<file path="src/rtl/rsm_pkg.sv">
package rsm_pkg;
  typedef enum logic [1:0] {
    PH_IDLE   = 2'd0,
    PH_ACTIVE = 2'd1,
    PH_DELAY  = 2'd2,
    PH_FETCH  = 2'd3
  } phase_e;
endpackage

</file>
<file path="src/rtl/rsm_pin_filter.sv">
module rsm_pin_filter #(
  parameter int SYNC_STAGES = 2,
  parameter int MIN_PULSE   = 8
) (
  input  logic clk,
  input  logic por_n,
  input  logic pin_level_i,
  input  logic seq_idle_i,
  output logic ext_req_o
);
  localparam int PW = $clog2(MIN_PULSE + 1);
  localparam logic [PW-1:0] PMAX = PW'(MIN_PULSE - 1);

  logic [SYNC_STAGES-1:0] sync_q;
  logic [PW-1:0]          pcnt_q;
  logic                   low_s;

  // synchroniser chain, resets to the released (high) pin level
  generate
    for (genvar g = 0; g < SYNC_STAGES; g++) begin : g_sync
      if (g == 0) begin : g_first
        always_ff @(posedge clk or negedge por_n) begin
          if (!por_n) sync_q[0] <= 1'b1;
          else        sync_q[0] <= pin_level_i;
        end
      end else begin : g_next
        always_ff @(posedge clk or negedge por_n) begin
          if (!por_n) sync_q[g] <= 1'b1;
          else        sync_q[g] <= sync_q[g-1];
        end
      end
    end
  endgenerate

  assign low_s = ~sync_q[SYNC_STAGES-1];

  // width counter only runs while no sequence is active
  always_ff @(posedge clk or negedge por_n) begin
    if (!por_n)                     pcnt_q <= '0;
    else if (!seq_idle_i || !low_s) pcnt_q <= '0;
    else if (pcnt_q != PMAX)        pcnt_q <= pcnt_q + 1'b1;
  end

  assign ext_req_o = seq_idle_i && low_s && (pcnt_q == PMAX);

  generate
    if (MIN_PULSE > 1) begin : g_chk
      // an accepted pin reset was already low on the previous cycle
      a_r2_pulse_width: assert property (@(posedge clk) disable iff (!por_n)
        ext_req_o |-> $past(low_s));
    end
  endgenerate
endmodule

</file>
<file path="src/rtl/rsm_phase_ctl.sv">
module rsm_phase_ctl
  import rsm_pkg::*;
#(
  parameter int          ACT_MIN   = 16,
  parameter int          DLY_LONG  = 4096,
  parameter int          DLY_SHORT = 256,
  parameter int          ADDR_W    = 16,
  parameter logic [15:0] VEC_BASE  = 16'hFFFE
) (
  input  logic              clk,
  input  logic              por_n,
  input  logic              ext_req_i,
  input  logic              lvd_req_i,
  input  logic              wdg_pulse_i,
  input  logic              opt_long_i,
  output logic              int_rst_o,
  output logic              vec_fetch_o,
  output logic [ADDR_W-1:0] vec_addr_o,
  output logic              seq_idle_o
);
  localparam int DMAX  = (DLY_LONG > DLY_SHORT) ? DLY_LONG : DLY_SHORT;
  localparam int CNT_W = $clog2(DMAX + 1);
  localparam int AW    = $clog2(ACT_MIN + 1);
  localparam logic [AW-1:0]    ALAST = AW'(ACT_MIN - 1);
  localparam logic [CNT_W-1:0] LLAST = CNT_W'(DLY_LONG - 1);
  localparam logic [CNT_W-1:0] SLAST = CNT_W'(DLY_SHORT - 1);

  phase_e           state_q, state_d;
  logic [AW-1:0]    acnt_q, acnt_d;
  logic [CNT_W-1:0] dcnt_q, dcnt_d;
  logic             fcnt_q, fcnt_d;
  logic             long_q, long_d;
  logic [CNT_W-1:0] dly_last;
  logic             hold_req;

  assign dly_last = long_q ? LLAST : SLAST;
  assign hold_req = lvd_req_i || wdg_pulse_i;

  always_comb begin
    state_d = state_q;
    acnt_d  = acnt_q;
    dcnt_d  = dcnt_q;
    fcnt_d  = fcnt_q;
    long_d  = long_q;
    unique case (state_q)
      PH_IDLE: begin
        if (hold_req || ext_req_i) begin
          state_d = PH_ACTIVE;
          acnt_d  = '0;
          long_d  = opt_long_i;
        end
      end
      PH_ACTIVE: begin
        if (wdg_pulse_i) begin
          acnt_d = '0;
        end else if (acnt_q == ALAST && !lvd_req_i) begin
          state_d = PH_DELAY;
          dcnt_d  = '0;
        end else if (acnt_q != ALAST) begin
          acnt_d = acnt_q + 1'b1;
        end
      end
      PH_DELAY: begin
        if (hold_req) begin
          dcnt_d = '0;
        end else if (dcnt_q == dly_last) begin
          state_d = PH_FETCH;
          fcnt_d  = 1'b0;
        end else begin
          dcnt_d = dcnt_q + 1'b1;
        end
      end
      PH_FETCH: begin
        if (hold_req) begin
          state_d = PH_ACTIVE;
          acnt_d  = '0;
          long_d  = opt_long_i;
        end else if (fcnt_q) begin
          state_d = PH_IDLE;
        end else begin
          fcnt_d = 1'b1;
        end
      end
      default: state_d = PH_IDLE;
    endcase
  end

  always_ff @(posedge clk or negedge por_n) begin
    if (!por_n) begin
      state_q <= PH_ACTIVE;
      acnt_q  <= '0;
      dcnt_q  <= '0;
      fcnt_q  <= 1'b0;
      long_q  <= 1'b1;
    end else begin
      state_q <= state_d;
      acnt_q  <= acnt_d;
      dcnt_q  <= dcnt_d;
      fcnt_q  <= fcnt_d;
      long_q  <= long_d;
    end
  end

  assign int_rst_o   = (state_q == PH_ACTIVE) || (state_q == PH_DELAY);
  assign vec_fetch_o = (state_q == PH_FETCH);
  assign seq_idle_o  = (state_q == PH_IDLE);
  assign vec_addr_o  = vec_fetch_o ? ADDR_W'({VEC_BASE[15:1], fcnt_q}) : '0;

  // independent run-length counter for the minimum sequence length check
  logic [31:0] run_q;
  always_ff @(posedge clk or negedge por_n) begin
    if (!por_n)                          run_q <= '0;
    else if (!int_rst_o)                 run_q <= '0;
    else if (run_q != 32'hFFFF_FFFF)     run_q <= run_q + 1'b1;
  end

  // a finished reset never ends early
  a_r3_min_run: assert property (@(posedge clk) disable iff (!por_n)
    $fell(int_rst_o) |-> (run_q >= 32'(ACT_MIN + DLY_SHORT)));

  // first fetch cycle is followed by the second one
  a_r5_fetch_pair: assert property (@(posedge clk) disable iff (!por_n)
    (vec_fetch_o && !vec_addr_o[0] && !hold_req) |=> (vec_fetch_o && vec_addr_o[0]));

  // fetch ends after its second cycle
  a_r5_fetch_end: assert property (@(posedge clk) disable iff (!por_n)
    (vec_fetch_o && vec_addr_o[0] && !hold_req) |=> (!vec_fetch_o && !int_rst_o));

  // request during delay restarts the count
  a_r6_delay_restart: assert property (@(posedge clk) disable iff (!por_n)
    (state_q == PH_DELAY && hold_req) |=> (state_q == PH_DELAY && dcnt_q == '0));

  // delay selection frozen while reset is held
  a_r4_opt_frozen: assert property (@(posedge clk) disable iff (!por_n)
    (int_rst_o && $past(int_rst_o)) |-> $stable(long_q));
endmodule

</file>
<file path="src/rtl/rsm_cause_flags.sv">
module rsm_cause_flags (
  input  logic       clk,
  input  logic       por_n,
  input  logic       lvd_req_i,
  input  logic       wdg_pulse_i,
  input  logic       clr_we_i,
  input  logic [1:0] clr_val_i,
  output logic       flag_lvd_o,
  output logic       flag_wdg_o
);
  logic lvd_q, wdg_q;
  logic clr_lvd, clr_wdg;

  assign clr_lvd = clr_we_i && !clr_val_i[1];
  assign clr_wdg = clr_we_i && !clr_val_i[0];

  always_ff @(posedge clk or negedge por_n) begin
    if (!por_n) begin
      lvd_q <= 1'b0;
      wdg_q <= 1'b0;
    end else begin
      if (lvd_req_i)    lvd_q <= 1'b1;
      else if (clr_lvd) lvd_q <= 1'b0;

      if (lvd_req_i)        wdg_q <= 1'b0;
      else if (wdg_pulse_i) wdg_q <= 1'b1;
      else if (clr_wdg)     wdg_q <= 1'b0;
    end
  end

  assign flag_lvd_o = lvd_q;
  assign flag_wdg_o = wdg_q;

  a_r7_lvd_sets: assert property (@(posedge clk) disable iff (!por_n)
    lvd_req_i |=> flag_lvd_o);

  a_r7_lvd_sticky: assert property (@(posedge clk) disable iff (!por_n)
    (flag_lvd_o && !clr_lvd) |=> flag_lvd_o);

  a_r8_lvd_clears_wdg: assert property (@(posedge clk) disable iff (!por_n)
    lvd_req_i |=> !flag_wdg_o);

  a_r9_wdg_set_wins: assert property (@(posedge clk) disable iff (!por_n)
    (wdg_pulse_i && !lvd_req_i) |=> flag_wdg_o);
endmodule

</file>
<file path="src/rtl/reset_seq_mgr.sv">
module reset_seq_mgr #(
  parameter int          SYNC_STAGES = 2,
  parameter int          MIN_PULSE   = 8,
  parameter int          ACT_MIN     = 16,
  parameter int          DLY_LONG    = 4096,
  parameter int          DLY_SHORT   = 256,
  parameter int          ADDR_W      = 16,
  parameter logic [15:0] VEC_BASE    = 16'hFFFE
) (
  input  logic              clk,
  input  logic              por_n,
  input  logic              pin_level_i,
  input  logic              lvd_req_i,
  input  logic              wdg_uflow_i,
  input  logic              opt_long_dly_i,
  input  logic              flag_clr_we_i,
  input  logic [1:0]        flag_clr_val_i,
  output logic              int_rst_o,
  output logic              pin_pull_o,
  output logic              vec_fetch_o,
  output logic [ADDR_W-1:0] vec_addr_o,
  output logic              flag_lvd_o,
  output logic              flag_wdg_o
);
  logic ext_req;
  logic seq_idle;
  logic rst_int;

  rsm_pin_filter #(
    .SYNC_STAGES (SYNC_STAGES),
    .MIN_PULSE   (MIN_PULSE)
  ) u_filter (
    .clk         (clk),
    .por_n       (por_n),
    .pin_level_i (pin_level_i),
    .seq_idle_i  (seq_idle),
    .ext_req_o   (ext_req)
  );

  rsm_phase_ctl #(
    .ACT_MIN   (ACT_MIN),
    .DLY_LONG  (DLY_LONG),
    .DLY_SHORT (DLY_SHORT),
    .ADDR_W    (ADDR_W),
    .VEC_BASE  (VEC_BASE)
  ) u_phase (
    .clk         (clk),
    .por_n       (por_n),
    .ext_req_i   (ext_req),
    .lvd_req_i   (lvd_req_i),
    .wdg_pulse_i (wdg_uflow_i),
    .opt_long_i  (opt_long_dly_i),
    .int_rst_o   (rst_int),
    .vec_fetch_o (vec_fetch_o),
    .vec_addr_o  (vec_addr_o),
    .seq_idle_o  (seq_idle)
  );

  rsm_cause_flags u_flags (
    .clk         (clk),
    .por_n       (por_n),
    .lvd_req_i   (lvd_req_i),
    .wdg_pulse_i (wdg_uflow_i),
    .clr_we_i    (flag_clr_we_i),
    .clr_val_i   (flag_clr_val_i),
    .flag_lvd_o  (flag_lvd_o),
    .flag_wdg_o  (flag_wdg_o)
  );

  assign int_rst_o  = rst_int;
  assign pin_pull_o = rst_int;

  // the pin is never pulled while the vector is fetched
  a_r1_no_pull_in_fetch: assert property (@(posedge clk) disable iff (!por_n)
    vec_fetch_o |-> !pin_pull_o);
endmodule

</file>
<file path="config.mk">
export PLATFORM = sky130hd
export DESIGN_NAME = reset_seq_mgr
export DESIGN_NICKNAME = d
export VERILOG_FILES = /design/src/rtl/rsm_pkg.sv /design/src/rtl/rsm_pin_filter.sv /design/src/rtl/rsm_phase_ctl.sv /design/src/rtl/rsm_cause_flags.sv /design/src/rtl/reset_seq_mgr.sv
export SDC_FILE = /design/constraint.sdc
export NUM_CORES = 1
export LEC_CHECK = 0
export BUFFER_PORTS_ARGS = -buffer_cell sky130_fd_sc_hd__buf_4
export CORE_MARGIN = 2
export CORE_UTILIZATION = 55
export CTS_BUF_LIST = sky130_fd_sc_hd__clkbuf_4 sky130_fd_sc_hd__clkbuf_8
export CTS_CLUSTER_DIAMETER = 120
export DETAILED_ROUTE_END_ITERATION = 8
export GPL_TIMING_DRIVEN = 0
export PLACE_DENSITY = 0.78
export SLEW_MARGIN = 20
export SYNTH_ARGS = -nofsm -noshare
export SYNTH_HDL_FRONTEND = slang
export SYNTH_SLANG_ARGS = --single-unit
</file>
<file path="constraint.sdc">
create_clock -name clk -period 2.7 [get_ports clk]
set_clock_uncertainty 0.2 [all_clocks]
set_input_delay 0.54 -clock clk [delete_from_list [all_inputs] [get_ports clk]]
set_output_delay 0.54 -clock clk [all_outputs]
set_load 0.02 [all_outputs]
</file>
==> impl_metrics.prom <==
# TYPE chip_impl_metric gauge
chip_impl_info{name="rsz_0062_raised_after_global_routing",value="no"} 1
chip_impl_metric{name="grt_pass1_vias",unit=""} 1506
chip_impl_metric{name="clk-insertion-delay-late",unit="ns"} 0.34
chip_impl_info{name="cts.root.buffer_cell",value="sky130_fd_sc_hd__clkbuf_4"} 1
chip_impl_metric{name="timing.final.crit_share",unit=""} 0.955
chip_impl_metric{name="first_pass_grt_wire_length",unit="um"} 6870
chip_impl_metric{name="timing.critical_path.slowest_cell_delay",unit="ns"} 0.57
chip_impl_metric{name="whs",unit="ns"} 0.112
chip_impl_metric{name="finalWorstPathRequiredPeriod",unit="ns"} 2.58
chip_impl_metric{name="tightestPinTransition",unit="ns"} 0.599
chip_impl_metric{name="totalNegativeSetupSlack",unit="ns"} 0
chip_impl_metric{name="dp_slack",unit="ns"} 0.285
chip_impl_metric{name="post_route_cells_drive_above_1_share",unit=""} 0.322
chip_impl_metric{name="area_growth_syn_to_layout",unit="%"} 18.5
chip_impl_metric{name="detailed_place.area",unit="mm^2"} 0.00214
chip_impl_metric{name="timing.critical_path.required",unit="ns"} 1.96
chip_impl_metric{name="report.final.setup_viol",unit=""} 0
chip_impl_info{name="critPathLaunchType",value="flip-flop"} 1
chip_impl_metric{name="routabilityCongestion",unit=""} 0.891
chip_impl_metric{name="drc",unit=""} 0
chip_impl_metric{name="pwr_density_cell",unit="mW/mm^2"} 984
chip_impl_info{name="worst_path_max_delay_cell",value="sky130_fd_sc_hd__dfstp_2"} 1
chip_impl_metric{name="placed_cells_incl_taps",unit=""} 270
chip_impl_info{name="tritoncts",value="done"} 1
chip_impl_metric{name="n_antenna_cell",unit=""} 0
chip_impl_metric{name="detailed_placer_s_ending_hpwl",unit="um"} 2910
chip_impl_metric{name="port-buffer-count",unit=""} 29
chip_impl_metric{name="fp.dieH",unit="um"} 62.2
chip_impl_info{name="cp_cell_sequence",value="ha_1 > and2_1 > buf_4"} 1
chip_impl_metric{name="drt_first_pass_iters",unit=""} 4
chip_impl_metric{name="maxcap_viol_count",unit=""} 0
chip_impl_metric{name="synth.lib_cells_used.distinct",unit=""} 49
chip_impl_metric{name="synth-edff-count",unit=""} 0
chip_impl_info{name="setup.worst_path.end_class",value="output pin"} 1
chip_impl_metric{name="totalWireLength",unit="um"} 3910
chip_impl_metric{name="drtAntennaViolNets",unit=""} 0
chip_impl_info{name="synth_ff_type",value="sky130_fd_sc_hd__dfrtp_1"} 1
chip_impl_metric{name="finalHoldViolations",unit=""} 0
chip_impl_metric{name="postSynthAreaPerCell",unit="um^2"} 9.57
chip_impl_metric{name="final_area",unit="mm^2"} 0.00221
chip_impl_metric{name="layout.filler_cells",unit=""} 271
chip_impl_metric{name="cts-resized-gates",unit=""} 0
chip_impl_metric{name="regArea",unit="um^2"} 756
chip_impl_metric{name="layout_setup_ws",unit="ns"} 0.123
chip_impl_metric{name="clock_path_buffers",unit=""} 2
chip_impl_metric{name="grt_overflow",unit=""} 0
chip_impl_metric{name="nNetsFinal",unit=""} 250
chip_impl_metric{name="postSynth.asyncResetShare",unit=""} 1.00
chip_impl_metric{name="synth.ff_latch_count",unit=""} 30
chip_impl_metric{name="grt.total_usage",unit=""} 0.223
chip_impl_metric{name="vias_per_cell",unit=""} 5.72
chip_impl_metric{name="cellLeakagePower",unit="nW"} 1.02
chip_impl_metric{name="numClockSinks",unit=""} 30
chip_impl_metric{name="synth.net_count",unit=""} 213
chip_impl_metric{name="multi_input_area",unit="um^2"} 943
chip_impl_metric{name="crit_fanout",unit=""} 19
chip_impl_metric{name="fp.coreArea",unit="mm^2"} 0.00328
chip_impl_info{name="worst-setup-path-type",value="flip-flop to output pin"} 1
chip_impl_metric{name="relSlewSlack",unit=""} 0.601
chip_impl_metric{name="antenna_violations_before_repair",unit=""} 0
chip_impl_metric{name="grt_start_max_net_pins",unit=""} 31
chip_impl_metric{name="routed-via-count",unit=""} 1595
chip_impl_metric{name="die_w",unit="um"} 62.2
chip_impl_info{name="timing.hold.worst.class",value="primary input to flip-flop"} 1
chip_impl_metric{name="final_cells",unit=""} 279
chip_impl_metric{name="htree_num_levels",unit=""} 2
chip_impl_metric{name="clk_transition_reported_paths",unit="ns"} 0.08
chip_impl_metric{name="rows",unit=""} 21
chip_impl_metric{name="synth.cell_area",unit="mm^2"} 0.00187
chip_impl_info{name="status",value="complete, no violations"} 1
chip_impl_metric{name="fmaxAchievable",unit="MHz"} 388
chip_impl_metric{name="drt_iter0_markers",unit=""} 98
chip_impl_metric{name="dieArea",unit="mm^2"} 0.00387
chip_impl_metric{name="timing.reg2reg.setup_slack",unit="ns"} 0.28
chip_impl_metric{name="total_cts_buffers",unit=""} 5
chip_impl_metric{name="worst_ir_drop_vdd",unit="V"} 0.000338
chip_impl_metric{name="cts_post_setup_buffers_inserted",unit=""} 0
chip_impl_metric{name="io-pin-count",unit=""} 30
chip_impl_metric{name="wl_per_cell",unit="um"} 14.0
chip_impl_metric{name="netlist_instances",unit=""} 195
chip_impl_metric{name="floorplan.initialDensity",unit=""} 0.568
chip_impl_metric{name="timing.critical_path.arrival",unit="ns"} 1.84
chip_impl_metric{name="synth.yosys.warnings",unit=""} 0
chip_impl_metric{name="slew_violations",unit=""} 0
chip_impl_metric{name="synth_sequential_area_ratio",unit=""} 0.405
==> synth_stat cells, types with 2 or more instances <==
| cell | n | area (um^2) |
|---|---|---|
| sky130_fd_sc_hd__o22ai_1 | 2 | 12.5 |
| sky130_fd_sc_hd__inv_1 | 9 | 33.8 |
| sky130_fd_sc_hd__a31oi_1 | 11 | 68.8 |
| sky130_fd_sc_hd__or3_4 | 2 | 22.5 |
| sky130_fd_sc_hd__nand2b_1 | 6 | 37.5 |
| sky130_fd_sc_hd__ha_1 | 9 | 113 |
| sky130_fd_sc_hd__nor3_1 | 2 | 10.0 |
| sky130_fd_sc_hd__or2_2 | 2 | 12.5 |
| sky130_fd_sc_hd__o21ai_0 | 10 | 50.1 |
| sky130_fd_sc_hd__nand4_1 | 4 | 25.0 |
| sky130_fd_sc_hd__and2_1 | 2 | 12.5 |
| sky130_fd_sc_hd__o21ai_1 | 7 | 35.0 |
| sky130_fd_sc_hd__mux2_2 | 2 | 22.5 |
| sky130_fd_sc_hd__a21oi_1 | 14 | 70.1 |
| sky130_fd_sc_hd__nand2_1 | 13 | 48.8 |
| sky130_fd_sc_hd__dfstp_2 | 4 | 105 |
| sky130_fd_sc_hd__a21o_1 | 5 | 37.5 |
| sky130_fd_sc_hd__dfrtp_1 | 26 | 651 |
| sky130_fd_sc_hd__nand3_1 | 5 | 25.0 |
| sky130_fd_sc_hd__and3_1 | 6 | 37.5 |
| sky130_fd_sc_hd__nor2_1 | 10 | 37.5 |
| sky130_fd_sc_hd__buf_4 | 17 | 128 |
==> final cells by class <==
class                           instances  area share
Clock buffer                            8      0.0272
Buffer                                 18      0.0600
Inverter                                9      0.0153
Tap cell                               46      0.0260
Multi-Input combinational cell        138       0.427
Sequential cell                        30       0.342
Timing Repair Buffer                   30       0.103
==> metrics by stage <==
stage                     utilization  total power, mW
after floorplan                     -             1.49
after global placement          0.652             1.85
after detailed placement        0.652             1.90
after CTS                       0.673             2.19
after global routing            0.673             2.33
final                           0.673             2.18
==> repair_timing <==
action | in CTS | in global routing
hold buffers | 1 | 0
hold endpoints to repair | 26 | 0
endpoints found under the setup margin | 0 | 0
==> final timing paths <==
check	end	start	cells after the start
max	vec_addr_o[0]	u_phase.state_q[0]	3
min	u_filter.sync_q[0]	pin_level_i	1
max reg2reg	u_phase.dcnt_q[5]	u_phase.state_q[0]	8
min reg2reg	u_filter.sync_q[1]	u_filter.sync_q[0]	0
max in group asynchronous	u_phase.state_q[0]	por_n	2
min in group asynchronous	u_phase.dcnt_q[8]	por_n	2
==> sequential cells by signal, summed over array words and instances (netlist names) <==
| signal | count |
|---|---|
| u_filter.pcnt_q | 4 |
| u_filter.sync_q | 2 |
| u_flags.flag_lvd_o | 1 |
| u_flags.flag_wdg_o | 1 |
| u_phase.acnt_q | 5 |
| u_phase.dcnt_q | 13 |
| u_phase.fcnt_q | 1 |
| u_phase.long_q | 1 |
| u_phase.state_q | 2 |
==> layer usage <==
metal,routed length (um),up-vias,GRT usage
met3,291,8,0.0688
met5,0,-,0
li1,-,770,-
met1,1730,753,0.270
met2,1830,64,0.379
met4,61,0,0.0750
==> cells in the final DEF (no fill, tap or decap), types with 2 or more instances in the layout <==
cell / instances
sky130_fd_sc_hd__nand2_1: 13
sky130_fd_sc_hd__or3_4: 2
sky130_fd_sc_hd__nand4_1: 4
sky130_fd_sc_hd__and2_1: 2
sky130_fd_sc_hd__dfrtp_1: 26
sky130_fd_sc_hd__a31oi_1: 11
sky130_fd_sc_hd__and3_1: 6
sky130_fd_sc_hd__inv_1: 9
sky130_fd_sc_hd__o22ai_1: 2
sky130_fd_sc_hd__nor3_1: 2
sky130_fd_sc_hd__a21oi_1: 14
sky130_fd_sc_hd__or2_2: 2
sky130_fd_sc_hd__mux2_2: 2
sky130_fd_sc_hd__buf_4: 46
sky130_fd_sc_hd__o21ai_0: 10
sky130_fd_sc_hd__nor2_1: 10
sky130_fd_sc_hd__o21ai_1: 7
sky130_fd_sc_hd__nand3_1: 5
sky130_fd_sc_hd__dfstp_2: 4
sky130_fd_sc_hd__ha_1: 9
sky130_fd_sc_hd__nand2b_1: 6
sky130_fd_sc_hd__clkbuf_4: 8
sky130_fd_sc_hd__a21o_1: 5
==> critical path: cells and delay by family (launching register included) <==
family,cells,cell delay (ns)
flops,1,0.57
fa+ha+maj,1,0.55
simple gates,1,0.25
buf+inv,1,0.15
==> cell families (layout without fill, tap and decap cells) <==
family                     after synthesis  after routing  share of synthesized area
AOI/OAI and AO/OA                       62             62                      0.221
and+or+nand+nor                         62             62                      0.195
DFF                                     30             30                      0.405
buffers and inverters                   27             65                     0.0892
adders and majority gates                9              9                     0.0604
muxes                                    4              4                     0.0255
xor gates and xnor gates                 1              1                    0.00470
==> power by group <==
part | leakage, nW | total (mW) | internal (mW) | switching [mW]
sequential | 0.396 | 0.568 | 0.518 | 0.0500
clock | 0.0368 | 0.280 | 0.134 | 0.146
combinational | 0.591 | 1.33 | 0.622 | 0.707
Note: power is estimated with default switching activity, not from simulation.
